--- config.mk ---
export PLATFORM = sky130hd
export DESIGN_NAME = gpio_ctrl
export DESIGN_NICKNAME = d
export VERILOG_FILES = /design/src/rtl/gpio_ctrl_pkg.sv /design/src/rtl/gpio_sync.sv /design/src/rtl/gpio_addr_dec.sv /design/src/rtl/gpio_bank.sv /design/src/rtl/gpio_ctrl.sv
export SDC_FILE = /design/constraint.sdc
export NUM_CORES = 1
export LEC_CHECK = 0
export ABC_CLOCK_PERIOD_IN_PS = 3700
export BUFFER_PORTS_ARGS = -buffer_cell sky130_fd_sc_hd__buf_2
export CAP_MARGIN = 10
export CORE_MARGIN = 3
export CORE_UTILIZATION = 50
export CTS_CLUSTER_DIAMETER = 150
export CTS_CLUSTER_SIZE = 28
export DETAILED_ROUTE_END_ITERATION = 6
export PLACE_DENSITY = 0.72
export SLEW_MARGIN = 20
export SYNTH_ARGS = -nofsm -noshare
export SYNTH_HDL_FRONTEND = slang
export SYNTH_HIERARCHICAL = 1
export SYNTH_SLANG_ARGS = --single-unit
--- constraint.sdc ---
create_clock -name clk_i -period 3.7 [get_ports clk_i]
set_clock_uncertainty 0.1 [all_clocks]
set_input_delay 0.74 -clock clk_i [delete_from_list [all_inputs] [get_ports clk_i]]
set_output_delay 0.74 -clock clk_i [all_outputs]
set_load 0.005 [all_outputs]
--- src/rtl/gpio_ctrl_pkg.sv ---
package gpio_ctrl_pkg;

  typedef enum logic [2:0] {
    ACC_NONE,
    ACC_MASK_LO,
    ACC_MASK_HI,
    ACC_DATA,
    ACC_INPUT,
    ACC_DIR,
    ACC_OEN
  } acc_kind_e;

  // populated bits of one bank: pins [0, grp0_n) and [grp1_base, total)
  function automatic logic [31:0] pop_mask(input int bank, input int bank_w,
                                           input int grp0_n, input int grp1_base);
    logic [31:0] m;
    m = '0;
    for (int i = 0; i < bank_w; i++) begin
      int pin;
      pin = bank * bank_w + i;
      m[i] = (pin < grp0_n) || (pin >= grp1_base);
    end
    return m;
  endfunction

endpackage

--- src/rtl/gpio_sync.sv ---
module gpio_sync #(
  parameter int unsigned W = 32
) (
  input  logic         clk_i,
  input  logic         rst_ni,
  input  logic [W-1:0] d_i,
  output logic [W-1:0] q_o
);
  logic [W-1:0] s1_q, s2_q;

  always_ff @(posedge clk_i or negedge rst_ni) begin
    if (!rst_ni) begin
      s1_q <= '0;
      s2_q <= '0;
    end else begin
      s1_q <= d_i;
      s2_q <= s1_q;
    end
  end

  assign q_o = s2_q;


  sync_pipe_chk: assert property (@(posedge clk_i) disable iff (!rst_ni)
    s2_q == $past(s1_q));
endmodule

--- src/rtl/gpio_addr_dec.sv ---
module gpio_addr_dec
  import gpio_ctrl_pkg::*;
#(
  parameter int unsigned NUM_BANKS = 4,
  parameter int unsigned ADDR_W    = 12,
  parameter int unsigned MASK_BASE = 'h000,
  parameter int unsigned DATA_BASE = 'h040,
  parameter int unsigned IN_BASE   = 'h060,
  parameter int unsigned DIR_BASE  = 'h204,
  parameter int unsigned OEN_BASE  = 'h208,
  parameter int unsigned CTL_STEP  = 'h040
) (
  input  logic [ADDR_W-1:0]    addr_i,
  output acc_kind_e            kind_o,
  output logic [NUM_BANKS-1:0] bank_hit_o
);
  always_comb begin
    kind_o     = ACC_NONE;
    bank_hit_o = '0;
    for (int b = 0; b < NUM_BANKS; b++) begin
      if (addr_i == ADDR_W'(MASK_BASE + 8*b)) begin
        kind_o = ACC_MASK_LO; bank_hit_o[b] = 1'b1;
      end
      if (addr_i == ADDR_W'(MASK_BASE + 8*b + 4)) begin
        kind_o = ACC_MASK_HI; bank_hit_o[b] = 1'b1;
      end
      if (addr_i == ADDR_W'(DATA_BASE + 4*b)) begin
        kind_o = ACC_DATA; bank_hit_o[b] = 1'b1;
      end
      if (addr_i == ADDR_W'(IN_BASE + 4*b)) begin
        kind_o = ACC_INPUT; bank_hit_o[b] = 1'b1;
      end
      if (addr_i == ADDR_W'(DIR_BASE + CTL_STEP*b)) begin
        kind_o = ACC_DIR; bank_hit_o[b] = 1'b1;
      end
      if (addr_i == ADDR_W'(OEN_BASE + CTL_STEP*b)) begin
        kind_o = ACC_OEN; bank_hit_o[b] = 1'b1;
      end
    end
  end
endmodule

--- src/rtl/gpio_bank.sv ---
module gpio_bank
  import gpio_ctrl_pkg::*;
#(
  parameter int unsigned W   = 32,
  parameter logic [W-1:0] POP = '1
) (
  input  logic         clk_i,
  input  logic         rst_ni,
  input  logic         wr_en_i,
  input  logic         hit_i,
  input  acc_kind_e    kind_i,
  input  logic [W-1:0] wdata_i,
  input  logic [W-1:0] sync_in_i,
  output logic [W-1:0] rd_word_o,
  output logic [W-1:0] pad_out_o,
  output logic [W-1:0] pad_oe_o
);
  localparam int unsigned HALF = W / 2;

  logic [W-1:0]    data_q, dir_q, oen_q, data_d;
  logic [HALF-1:0] keep, newv;
  logic            wr_hit;

  assign wr_hit = wr_en_i && hit_i;
  assign keep   = wdata_i[W-1:HALF];
  assign newv   = wdata_i[HALF-1:0];

  always_comb begin
    data_d = data_q;
    if (wr_hit) begin
      unique case (kind_i)
        ACC_DATA:    data_d = wdata_i;
        ACC_MASK_LO: data_d[HALF-1:0] = (data_q[HALF-1:0] & keep) | (newv & ~keep);
        ACC_MASK_HI: data_d[W-1:HALF] = (data_q[W-1:HALF] & keep) | (newv & ~keep);
        default:     ;
      endcase
    end
  end

  always_ff @(posedge clk_i or negedge rst_ni) begin
    if (!rst_ni) begin
      data_q <= '0;
      dir_q  <= '0;
      oen_q  <= '0;
    end else begin
      data_q <= data_d & POP;
      if (wr_hit && kind_i == ACC_DIR) dir_q <= wdata_i & POP;
      if (wr_hit && kind_i == ACC_OEN) oen_q <= wdata_i & POP;
    end
  end

  always_comb begin
    rd_word_o = '0;
    if (hit_i) begin
      unique case (kind_i)
        ACC_DATA:  rd_word_o = data_q;
        ACC_INPUT: rd_word_o = sync_in_i & POP;
        ACC_DIR:   rd_word_o = dir_q;
        ACC_OEN:   rd_word_o = oen_q;
        default:   rd_word_o = '0;
      endcase
    end
  end

  assign pad_out_o = data_q;
  assign pad_oe_o  = dir_q & oen_q;


  mask_lo_keep_chk: assert property (@(posedge clk_i) disable iff (!rst_ni)
    (wr_hit && kind_i == ACC_MASK_LO) |=>
      ((data_q[HALF-1:0] & $past(keep)) == ($past(data_q[HALF-1:0]) & $past(keep)))
      && (data_q[W-1:HALF] == $past(data_q[W-1:HALF])));

  mask_hi_keep_chk: assert property (@(posedge clk_i) disable iff (!rst_ni)
    (wr_hit && kind_i == ACC_MASK_HI) |=>
      ((data_q[W-1:HALF] & $past(keep)) == ($past(data_q[W-1:HALF]) & $past(keep)))
      && (data_q[HALF-1:0] == $past(data_q[HALF-1:0])));

  idle_stable_chk: assert property (@(posedge clk_i) disable iff (!rst_ni)
    !wr_hit |=> $stable(data_q) && $stable(dir_q) && $stable(oen_q));

  unpop_quiet_chk: assert property (@(posedge clk_i) disable iff (!rst_ni)
    ((pad_oe_o | pad_out_o) & ~POP) == '0);
endmodule

--- src/rtl/gpio_ctrl.sv ---
module gpio_ctrl
  import gpio_ctrl_pkg::*;
#(
  parameter int unsigned NUM_BANKS = 4,
  parameter int unsigned BANK_W    = 32,
  parameter int unsigned ADDR_W    = 12,
  parameter int unsigned GRP0_PINS = 54,
  parameter int unsigned GRP1_BASE = 64,
  localparam int unsigned PINS     = NUM_BANKS * BANK_W
) (
  input  logic              clk_i,
  input  logic              rst_ni,
  input  logic              wr_en_i,
  input  logic              rd_en_i,
  input  logic [ADDR_W-1:0] addr_i,
  input  logic [BANK_W-1:0] wdata_i,
  output logic [BANK_W-1:0] rdata_o,
  input  logic [PINS-1:0]   pad_in_i,
  output logic [PINS-1:0]   pad_out_o,
  output logic [PINS-1:0]   pad_oe_o
);
  acc_kind_e             kind;
  logic [NUM_BANKS-1:0]  bank_hit;
  logic [PINS-1:0]       sync_in;
  logic [BANK_W-1:0]     rd_word [NUM_BANKS];
  logic [BANK_W-1:0]     rd_mux, rdata_q;

  gpio_addr_dec #(.NUM_BANKS(NUM_BANKS), .ADDR_W(ADDR_W)) i_dec (
    .addr_i     (addr_i),
    .kind_o     (kind),
    .bank_hit_o (bank_hit)
  );

  gpio_sync #(.W(PINS)) i_sync (
    .clk_i  (clk_i),
    .rst_ni (rst_ni),
    .d_i    (pad_in_i),
    .q_o    (sync_in)
  );

  for (genvar b = 0; b < NUM_BANKS; b++) begin : g_bank
    localparam logic [BANK_W-1:0] POP_B =
      BANK_W'(pop_mask(b, BANK_W, GRP0_PINS, GRP1_BASE));
    gpio_bank #(.W(BANK_W), .POP(POP_B)) i_bank (
      .clk_i     (clk_i),
      .rst_ni    (rst_ni),
      .wr_en_i   (wr_en_i),
      .hit_i     (bank_hit[b]),
      .kind_i    (kind),
      .wdata_i   (wdata_i),
      .sync_in_i (sync_in[b*BANK_W +: BANK_W]),
      .rd_word_o (rd_word[b]),
      .pad_out_o (pad_out_o[b*BANK_W +: BANK_W]),
      .pad_oe_o  (pad_oe_o[b*BANK_W +: BANK_W])
    );
  end

  always_comb begin
    rd_mux = '0;
    for (int b = 0; b < NUM_BANKS; b++) rd_mux |= rd_word[b];
  end

  always_ff @(posedge clk_i or negedge rst_ni) begin
    if (!rst_ni)      rdata_q <= '0;
    else if (rd_en_i) rdata_q <= rd_mux;
    else              rdata_q <= '0;
  end

  assign rdata_o = rdata_q;


  rd_idle_zero_chk: assert property (@(posedge clk_i) disable iff (!rst_ni)
    !rd_en_i |=> rdata_o == '0);

  one_bank_chk: assert property (@(posedge clk_i) disable iff (!rst_ni)
    $onehot0(bank_hit));
endmodule

==> results of run 1 <==
power by group through the flow:
stage,sequential (mW),combinational (mW),clock (mW)
2_1_floorplan,7.09,0.141,0
3_5_place_dp,7.11,0.561,0
5_1_grt,6.99,0.609,3.70
4_1_cts,6.98,0.564,3.47
3_3_place_gp,7.11,0.550,0
6_report,6.98,0.564,3.40
stage by stage:
stage / hold slack (ns) / power (mW) / setup WS [ns] / setup TNS, ns
2_1_floorplan: 0.2312 / 7.227 / 0.09785 / 0
3_3_place_gp: 0.2334 / 7.657 / -0.07898 / -1.741
6_report: 0.009232 / 10.94 / 0.5265 / 0
3_5_place_dp: 0.2347 / 7.669 / -0.07282 / -1.576
4_1_cts: 0.02086 / 11.01 / 0.5575 / 0
5_1_grt: 0.02233 / 11.30 / 0.3613 / 0
area by class of cell:
type | count | area, um^2
diodes | 1 | 2.502
fillers | 4330 | 21760
repair buffers | 563 | 3616
flip-flops and latches | 622 | 15560
multi-input cells | 1321 | 10740
inverters | 12 | 45.04
well taps | 688 | 860.8
clock inverters | 2 | 46.29
clock buffers | 26 | 650.6
worst min path at each step:
stage,cells past startpoint,from,to
after floorplan,0,i_sync/s1_q[0]$_DFF_PN0_,i_sync/q_o[0]$_DFF_PN0_
after global placement,0,i_sync/s1_q[1]$_DFF_PN0_,i_sync/q_o[1]$_DFF_PN0_
after detailed placement,0,i_sync/s1_q[109]$_DFF_PN0_,i_sync/q_o[109]$_DFF_PN0_
after CTS,1,rst_ni,i_sync/q_o[104]$_DFF_PN0_
after global routing,1,rst_ni,i_sync/q_o[104]$_DFF_PN0_
final,1,rst_ni,i_sync/q_o[104]$_DFF_PN0_
critical path: cells and delay by family:
family / cells / cell delay, ns
compound gates: 5 / 0.85
buf+inv: 6 / 0.89
simple gates: 4 / 1.11
metal layers:
metal / up-vias / wire [um] / GRT usage, %
li1: 8384 / - / -
met3: 224 / 8653 / 6.701
met1: 10200 / 35620 / 41.57
met4: 2 / 4576 / 12.90
met5: - / 11 / 0
met2: 1099 / 41810 / 48.55
==> flow_results.org, run 1 <==
** Setup path
- The worst register-to-register path ends at rdata_o[21]$_DFF_PN0_.
- Slowest cell on crit path :: or3_4
- Maximum fanout count along the critical path :: 14
- WS Path Type :: in2reg
- For the worst setup path, the data arrival time is between 3 and 4 ns.
- STA puts the critical path data required time at 4.14 ns.
- Following the worst setup path forward leads to its endpoint at rdata_o[24]$_DFF_PN0_.
- Most used cell along the critical path :: buf_4
- Critical Path Max Stage Delay :: 0.42 ns
- Launching point of the worst reg2reg path :: g_bank[1].i_bank/dir_q[21]$_DFFE_PN0P_
- STA classifies the critical path endpoint as a register.
- The worst register-to-register path has a setup slack of 2.14 ns.
- Worst r2r path cells :: 4
- Kind of launch point of the worst setup path :: input port
- Worst-path cell chain :: buf_2 > or3_4 > nor4_4 > a31oi_1 > nor4_1 > buf_4 > or4_4 > buf_4 > a21boi_0 > buf_4 > o21ai_4 > buf_12 > buf_12 > a21oi_1 > o41a_1
- The most critical setup path has its startpoint at addr_i[11].

** Power
- Sequential group share of total power :: 63.8%
- Pwr/cell area :: 346.9 nW/um^2
- Gate power share :: 5.2%
- The clock network accounts for 31.0% of the total power.
- In this run the power spent charging and discharging nets is 2.554 mW.
- Internal power consumption :: about 8.4 mW
- Net switching fraction of the power :: 23.36%
- For this design the static power due to leakage is 15.00 nW.
- VDD sags by at most 0.4240 mV.

** Clocking
- For this design, the sink count on the clock tree is slightly above 600.
- Resized cells post-CTS :: 0
- TritonCTS created 26 clock buffers.
- Post-CTS setup buffers :: 0
- TritonCTS built the clock tree.
- CTS root buffer :: clkbuf_16
- Max clock buf depth :: 3
- Clock latency on the worst-skew pair :: about 0.62 ns
- CTS built an H-tree with a depth of 1.
- CTS clock-pin slew for the worst setup and hold paths :: 0.11 ns
- Post-CTS Hold Buffers :: 0

** Die
- After floorplanning, the core was sized to cover 53,290 um^2.
- The die is about 240 um wide.
- Row generation in the floorplan step produced 84 rows.
- Starting utilization of the core area :: 51.16%
- The die covers 57,370 um^2.
- The die is approximately 240 um tall.
- Top-level port count :: 464

** Timing
- Final worst-path cycle share :: 85.77%
- Setup-violating endpoint count in the final report :: 0
- Setup repair after global routing left no endpoint under its margin.
- Remaining max-slew budget at the tightest pin :: 25.14%
- Subtracting the final worst setup slack from the clock period gives roughly 3.2 ns.
- Total count of hold-check failures in the final report :: 0
- Fmax achieved :: 315.1 MHz
- At the pin with the least slew margin, the transition time is between 1 and 1.5 ns.
- The final max-slew violation count is 0.

** Min path
- Hold crit path type :: in2async

** Detailed routing
- DRC :: 0
- Antenna-violating nets left :: 0
- After detailed routing, the number of vias per cell comes to roughly 6.2.
- For this block, the initial DRC count from the detailed router was just over 2,000.
- First drt pass iteration count :: 5
- Across all layers, the routed design uses 19,910 vias.
- Wires add up to 90,670 um.
- Routed wire per std cell :: 28.03 um

** Global routing
- For this run the aggregate overflow at the end of global routing stands at 0.
- Number of antenna violations at the first check in global routing :: 3
- Global-route wire length before repair :: 131,100 um
- Entering global routing, the biggest net connects 98 pins.
- Vias in the first global route :: 19,910
- For this run, the total global-route usage over all layers was measured as 30.79%.

** Cells and area
- The library cells used most frequently in the layout, excluding fill and tap cells, are dfrtp_1 (622), buf_2 (432), mux2_2 (262).
- The post-route netlist has 39.40% of its cells at a drive strength greater than 1.
- The area growth from synthesis to layout is 15.64%.
- Final design area excluding fillers :: 31,530 um^2
- Number of cells in the finished layout apart from fillers :: between 3,000 and 4,000
- Number of nets in the layout :: 2,722
- Share of the core filled with cells in the final layout :: between 50% and 60%
- Most frequent standard cell in the layout excluding fill and tap cells :: dfrtp_1

** Placement
- HPWL Detailed :: between 60,000 and 70,000 um
- After detailed placement, the total cell area comes to 30,820 um^2.
- During placement, the flow inserted port buffers numbering 433.
- Placed cell count :: 3,206
- RD Place Congestion :: 0.9677

** Logic synthesis
- Synthesized netlist cell count :: 2,099
- The cell area that synthesis handed to floorplanning was 27,260 um^2.
- For this run, the number of Yosys warnings is 6.
- Averaged over all synthesized cells, the footprint is 12.99 um^2.

** Status
- The run finished with clean final reports.

** Flow run
- Max-cap violation count :: 0
(Power assumes the default switching activity.)
==> run 2: changes to the inputs <==
--- a/config.mk
+++ b/config.mk
@@ -5,7 +5,7 @@
 export SDC_FILE = /design/constraint.sdc
 export NUM_CORES = 1
 export LEC_CHECK = 0
-export ABC_CLOCK_PERIOD_IN_PS = 3700
+export ABC_CLOCK_PERIOD_IN_PS = 3100
 export BUFFER_PORTS_ARGS = -buffer_cell sky130_fd_sc_hd__buf_2
 export CAP_MARGIN = 10
 export CORE_MARGIN = 3
==> constraint.sdc (replaced) <==
create_clock -name clk_i -period 3.1 [get_ports clk_i]
set_clock_uncertainty 0.1 [all_clocks]
set_input_delay 0.62 -clock clk_i [delete_from_list [all_inputs] [get_ports clk_i]]
set_output_delay 0.62 -clock clk_i [all_outputs]
set_load 0.005 [all_outputs]
==> run 2 against run 1 <==
Effect of this change:
- hold slack gained 0.0022 ns
- via count up 3.9%
- wire length is 3.5% higher
- first-iteration DRC count decreased by 0.92%
- critical path depth shrank 2
- final cell count up 4.8%
- worst setup slack worse by 0.52 ns
- critical endpoint is now rdata_o[27]$_DFF_PN0_
- largest cell class unchanged
- largest power group unchanged
==> flow_results.org, run 2 (same netlist as run 1, synthesis figures left out) <==
** Power
- Per report_power, the sequential group accounts for ~63% of the total.
- Internal power consumption :: 10.10 mW
- For this design the ratio of total power to cell area is 393.1 nW/um^2.
- Net Sw Power :: around 3.1 mW
- Net switching fraction of the power :: 23.54%
- Leakage power :: 16.08 nW
- VDD sags by at most around 0.4 mV.
- Per report_power, the combinational group accounts for 6.0% of the total.
- PnR Total Power :: 13.21 mW
- Share of power burned in the clock network :: 30.9%

** Clocking
- Number of buffers inserted during clock tree synthesis :: 26
- Clock H-tree levels :: 1
- Num Clock Sinks :: 622
- The later pin in the worst-skew pair is clocked with a latency of 0.63 ns.
- Max clock buf depth :: 3
- CTS root buffer :: clkbuf_16
- Clock tree from TritonCTS :: done
- After clock tree synthesis, the clock-pin slew on the worst setup and hold paths is 0.11 ns.

** Timing
- Summed over all failing endpoints, the final setup total negative slack is 0 ns.
- Setup-violating endpoint count in the final report :: 0
- Setup repair after global routing missed its margin :: yes
- Derived from the worst setup path, the maximum achievable clock frequency is 323.1 MHz.
- The count of final hold-check violations is 0.
- Final period demand of the worst path :: ~3.1 ns
- Transition time of the tightest slew-check pin :: approximately 0.94 ns
- Remaining max-slew budget at the tightest pin :: ~37%
- Final worst-path cycle share :: 99.85%
- Final-report max-slew violation count :: 0

** Flow run
- The tool flagged a number of max-cap violations equal to 0.

** Detailed routing
- For this block, the initial DRC count from the detailed router was 2,042.
- Antenna-violating nets left :: 0
- First drt pass iteration count :: 7
- Routed wire per std cell :: 27.69 um
- Max layer used :: met5
- Total Wirelength :: 93,840 um
- DR vias/cell :: 6.102
- Overall via count from detail_route :: 20,680
- DRC :: 0
- Met2 wire len :: 42,360 um
- WL met3 :: 9045 um
- Met1 Wirelength :: 37,230 um

** Cells and area
- Fraction of layout cells with a size suffix above 1 :: 40.91%
- After filler insertion, the fill cell instance count of the layout stands at 4,111.
- Number of nets in the layout :: 2,877
- Share of the core filled with cells in the final layout :: 63.05%
- Most frequent standard cell in the layout excluding fill and tap cells :: dfrtp_1
- Antenna diodes :: 0
- Layout overhead on the synthesized area :: 23.24%
- Number of cells in the finished layout apart from fillers :: approximately 3,400
- Leaving out fill and tap cells, the most frequent cells in the layout are dfrtp_1 (622), buf_2 (430), mux2_2 (262).

** Setup path
- Crit path DAT :: approximately 3.5 ns
- At the worst endpoint, the required time is roughly 3.5 ns.
- The worst setup path is launched from an input port.
- Maximum fanout count along the critical path :: 8
- WS Path Type :: in2reg
- Worst setup EP type :: register

** Die
- Top-level port count :: 464
- After floorplanning, the core was divided into 84 placement rows.
- Die extent in x :: about 240 um
- For this configuration, the core starts out at a cell density of 51.16%.
- Core area :: 53,290 um^2
- Die extent in y :: 239.5 um
- Die area :: 57,370 um^2

** Status
- The flow ran to the end, and the final reports show no timing, DRC or antenna violations.

** Placement
- Detailed placement ended at an HPWL of 64,890 um.
- Port-buffer cells :: roughly 430
- After detailed placement, the design holds a cell count of 3,257.
- RD Place Congestion :: 0.9475

** Global routing
- Vias in the first global route :: 20,910
- Largest net degree at the start of global routing :: 76
- Total global routing overflow :: 0
- Number of antenna violations at the first check in global routing :: 1
- The first global-routing pass estimated 134,700 um of wire.
- For this run, the total global-route usage over all layers was measured as about a third.

** Min path
- The tightest min-delay check is of the in2reg type.
## run 2: changes by cell type in the layout (fill, tap and decap cells not counted), moves of 2 or more
cell           change
a21oi_4            +2
dlygate4sd3_1     +94
buf_12            +22
a32oi_2           +13
a32oi_1           -13
buf_4             +23
clkbuf_16          +6
buf_6             +11
a21oi_1           -25
buf_2              -2
nor4b_1            -2
a21oi_2           +23
## run 2: final timing paths
path	slack [ns]	to	cells past startpoint	start
worst max-delay path	0.005	rdata_o[27]$_DFF_PN0_	13	addr_i[11]
worst min-delay path	0.01	i_sync/s1_q[16]$_DFF_PN0_	1	pad_in_i[16]
worst max register to register	1.47	rdata_o[21]$_DFF_PN0_	5	g_bank[1].i_bank/dir_q[21]$_DFFE_PN0P_
worst min register to register	0.24	i_sync/q_o[46]$_DFF_PN0_	0	i_sync/s1_q[46]$_DFF_PN0_
max in group asynchronous	1.46	g_bank[0].i_bank/oen_q[29]$_DFFE_PN0P_	3	rst_ni
min in group asynchronous	0.47	i_sync/s1_q[112]$_DFF_PN0_	2	rst_ni
## run 2: power groups by stage
| stage | clock network, mW | registers, mW | logic [mW] |
|---|---|---|---|
| 5_1_grt | 4.43 | 8.34 | 0.853 |
| 2_1_floorplan | 0 | 8.46 | 0.172 |
| 3_3_place_gp | 0 | 8.48 | 0.677 |
| 4_1_cts | 4.16 | 8.33 | 0.782 |
| 6_report | 4.09 | 8.33 | 0.790 |
| 3_5_place_dp | 0 | 8.49 | 0.687 |
## run 2: metal layers
metal	vias up	GRT usage [%]
met5	-	0
met4	2	13.87
met3	265	7.507
met2	1171	48.96
met1	10530	42.61
li1	8708	-
## run 2: cell type report
class | instances | area [um^2] | share of cell area (%)
Inverter | 12 | 45.04 | 0.1341
Multi-Input combinational cell | 1321 | 10980 | 32.69
Sequential cell | 622 | 15560 | 46.33
Clock buffer | 26 | 650.6 | 1.936
Tap cell | 688 | 860.8 | 2.562
Timing Repair Buffer | 718 | 5449 | 16.22
Clock inverter | 2 | 46.29 | 0.1378
## run 2: worst max-delay path, cell delays in order
cell	delay [ns]
buf_6	0.09
or3_4	0.39
nor4_4	0.25
a31oi_1	0.14
nor4_1	0.27
buf_4	0.17
or4_4	0.19
and3b_2	0.30
o21ai_4	0.25
buf_12	0.19
buf_12	0.13
a21oi_2	0.04
o41a_1	0.42
## run 2: metrics by stage
step	hold WS, ns	area (um^2)	setup slack [ns]
3_5_place_dp	0.2347	31540	-0.6287
3_3_place_gp	0.2317	31540	-0.5653
2_1_floorplan	0.2244	27650	-0.2687
5_1_grt	0.001121	33600	-0.1092
4_1_cts	0.0005901	33180	0.01780
6_report	0.01144	33600	0.004738
## run 2: timing repair
action | in CTS | in global routing
gates cloned | 0 | 6
gates resized for setup | 1 | 45
pin swaps | 0 | 15
setup buffers | 0 | 8
setup endpoints to repair | 1 | 70
hold buffers | 94 | 0
hold endpoints to repair | 150 | 0
==> run 3: changes to the inputs <==
--- a/config.mk
+++ b/config.mk
@@ -5,7 +5,7 @@
 export SDC_FILE = /design/constraint.sdc
 export NUM_CORES = 1
 export LEC_CHECK = 0
-export ABC_CLOCK_PERIOD_IN_PS = 3100
+export ABC_CLOCK_PERIOD_IN_PS = 3650
 export BUFFER_PORTS_ARGS = -buffer_cell sky130_fd_sc_hd__buf_2
 export CAP_MARGIN = 10
 export CORE_MARGIN = 3
==> constraint.sdc (replaced) <==
create_clock -name clk_i -period 3.65 [get_ports clk_i]
set_clock_uncertainty 0.1 [all_clocks]
set_input_delay 0.73 -clock clk_i [delete_from_list [all_inputs] [get_ports clk_i]]
set_output_delay 0.73 -clock clk_i [all_outputs]
set_load 0.005 [all_outputs]
==> run 3 against run 2 <==
Effect of this change:
- the run now ends with design-rule violations left
- non-clock buffer count shrank 158
- clock-buffer cell count is the same
- hold slack lost 0.0056 ns
- combinational power shrank 28%
- worst setup slack gained 0.38 ns
- critical path depth is the same
- global-route usage shrank 0.44 points
- critical path type unchanged
- largest cell class unchanged
- largest power group unchanged
==> flow_results.org, run 3 (same netlist as run 1, synthesis figures left out) <==
** Status
- The run finished, with violations left.
- The final reports fail on design-rule violations.

** Setup path
- Critical Path Max Stage Delay :: approximately 0.41 ns
- Worst setup EP type :: register
- The worst setup path is launched from an input port.
- The most numerous cell type found on the critical path is buf_4.
- WS Path Type :: in2reg
- Worst-path cell chain :: buf_2 > or3_4 > nor4_4 > a31oi_1 > nor4_1 > buf_4 > or4_4 > buf_4 > nor2b_2 > buf_4 > nand2_1 > a21oi_1 > o41a_1
- Of all nets on the critical path, the largest fanout is 11.
- Launching point of the worst reg2reg path :: g_bank[1].i_bank/dir_q[4]$_DFFE_PN0P_
- For the worst flop-to-flop path, the logic depth is 4.
- The worst register-to-register path ends at rdata_o[4]$_DFF_PN0_.
- Data arrives at the worst endpoint at 3.73 ns.
- The slowest stage of the critical path belongs to the cell or3_4.
- Setup slack on the worst reg-to-reg path comes out at 2.08 ns.
- Data on the critical path is required at its endpoint by 4.11 ns.

** Cells and area
- Final design area excluding fillers :: 31,610 um^2
- From synthesis to final layout, the design area changed by 15.95%.
- Multi-input combinational cell area :: around 11,000 um^2
- Top library cells by usage in the layout, fill and taps aside :: dfrtp_1 (622), buf_2 (432), mux2_2 (262)
- Most frequent standard cell in the layout excluding fill and tap cells :: dfrtp_1
- In the final layout, flip-flops and latches occupy between 15,000 and 20,000 um^2.
- The post-route netlist has 39.32% of its cells at a drive strength greater than 1.
- Share of the core filled with cells in the final layout :: 59.32%
- Number of nets in the layout :: 2,719
- Fill cells in the final layout number 4,259.

** Placement
- The congestion estimate from routability-driven global placement came to 0.9366.
- Area post-placement :: 30,890 um^2
- HPWL Detailed :: 63,910 um
- Port-buffer cells :: ~430

** Detailed routing
- Total Wirelength :: between 90,000 and 100,000 um
- First drt pass iteration count :: 7
- After detailed routing, the number of vias per cell comes to 6.114.
- Drt first-iter violations :: 2,108
- Overall via count from detail_route :: 19,760
- For this run, design rule violations remaining after detail routing come to 4.
- The detail route stage leaves a number of antenna-violating nets equal to 0.
- Dividing the detail-routed wire length by the instance count gives approximately 28 um.

** Timing
- Setup repair after global routing left no endpoint under its margin.
- Setup-violating endpoint count in the final report :: 0
- Transition time of the tightest slew-check pin :: between 0.9 and 1 ns
- Final worst-path cycle share :: 89.36%
- Final-report max-slew violation count :: 0
- The worst path in the final design needs a cycle of 3.262 ns, including I/O delays and setup.
- Total count of hold-check failures in the final report :: 0
- Final hold analysis gives a worst-case slack of about 0.006 ns.
- Fmax achieved :: 306.6 MHz
- Remaining max-slew budget at the tightest pin :: 37.90%

** Power
- Pwr/cell area :: 350.9 nW/um^2
- Highest ir drop seen on vdd :: 0.3407 mV
- Leakage power :: 15.02 nW
- PnR Total Power :: about 11 mW

** Clocking
- CTS clock-pin slew for the worst setup and hold paths :: 0.11 ns
- Resized cells post-CTS :: 0
- Post-CTS setup buffers :: 0
- Number of buffers inserted during clock tree synthesis :: 26
- Max clock buf depth :: 3
- The tree built by TritonCTS fans out to 622 sinks.
- CTS root buffer :: clkbuf_16
- Hold repair after CTS inserted 0 buffers.
- Clock H-tree levels :: 1
- Clock latency on the worst-skew pair, taken at its later pin, is 0.61 ns.
- TritonCTS built the clock tree.

** Die
- The die is 239.5 um tall.
- Core area :: 53,290 um^2
- Die extent in x :: 239.5 um
- Top-level port count :: around 460
- Starting utilization of the core area :: 51.16%
- Number of rows in the core area :: between 80 and 90
- Die area :: 57,370 um^2

** Global routing
- Global-route wire length before repair :: 132,400 um
- Number of antenna violations at the first check in global routing :: 2
- Largest net degree at the start of global routing :: 100
- GRT Resource Usage Total :: a little under a third
- Vias in the first global route :: 20,210
- Total global routing overflow :: 0

** Min path
- Hold crit path type :: in2async

** Flow run
- The tool flagged a number of max-cap violations equal to 0.
==> run 3: changes by cell type in the layout (fill, tap and decap cells not counted), sizes merged <==
| cell | change |
|---|---|
| diode | +1 |
| dlygate4sd3 | -94 |
| buf | -58 |
| clkbuf | -6 |
==> run 3: how the worst max path moves through the flow <==
stage	startpoint	to	slack (ns)	cells after the start
after detailed placement	addr_i[11]	rdata_o[28]$_DFF_PN0_	-0.16	12
after global placement	addr_i[11]	g_bank[2].i_bank/dir_q[10]$_DFFE_PN0P_	-0.14	12
after floorplan	addr_i[4]	g_bank[3].i_bank/oen_q[10]$_DFFE_PN0P_	0.06	11
after global routing	addr_i[11]	rdata_o[28]$_DFF_PN0_	0.35	12
final	addr_i[11]	rdata_o[4]$_DFF_PN0_	0.39	13
after CTS	addr_i[11]	rdata_o[24]$_DFF_PN0_	0.48	12
==> run 3: final cells by class <==
type | instances | area share (%)
diodes | 1 | 0.007916
repair buffers | 560 | 11.68
well taps | 688 | 2.723
flip-flops and latches | 622 | 49.24
clock inverters | 2 | 0.1464
multi-input cells | 1321 | 34.00
inverters | 12 | 0.1425
clock buffers | 26 | 2.058
==> run 3: through the flow <==
step	std cells	setup WS (ns)	setup TNS, ns
global route	3232	0.3487	0
finish	3232	0.3882	0
floorplan	2128	0.05785	0
global placement	3203	-0.1448	-8.241
detailed placement	3203	-0.1575	-9.804
CTS	3231	0.4839	0
==> run 3: metal layers <==
layer	up-vias	routed length (um)	track usage, %
li1	8380	-	-
met5	-	0	0
met1	10140	36190	41.86
met3	203	8392	7.070
met4	0	4214	12.42
met2	1043	42050	49.30
==> run 3: power by group <==
part | switching, mW | leakage, nW | total [mW] | internal (mW)
combinational | 0.400 | 6.55 | 0.566 | 0.167
sequential | 0.0498 | 8.13 | 7.07 | 7.02
clock | 2.15 | 0.339 | 3.45 | 1.31
total | 2.60 | 15.0 | 11.1 | 8.50
==> run 3: worst max-delay path, delay by kind of cell <==
family,cells,cell delay (ns)
AND/OR/NAND/NOR,6,1.52
AO/OA/AOI/OAI,3,0.76
buffers and inverters,4,0.70
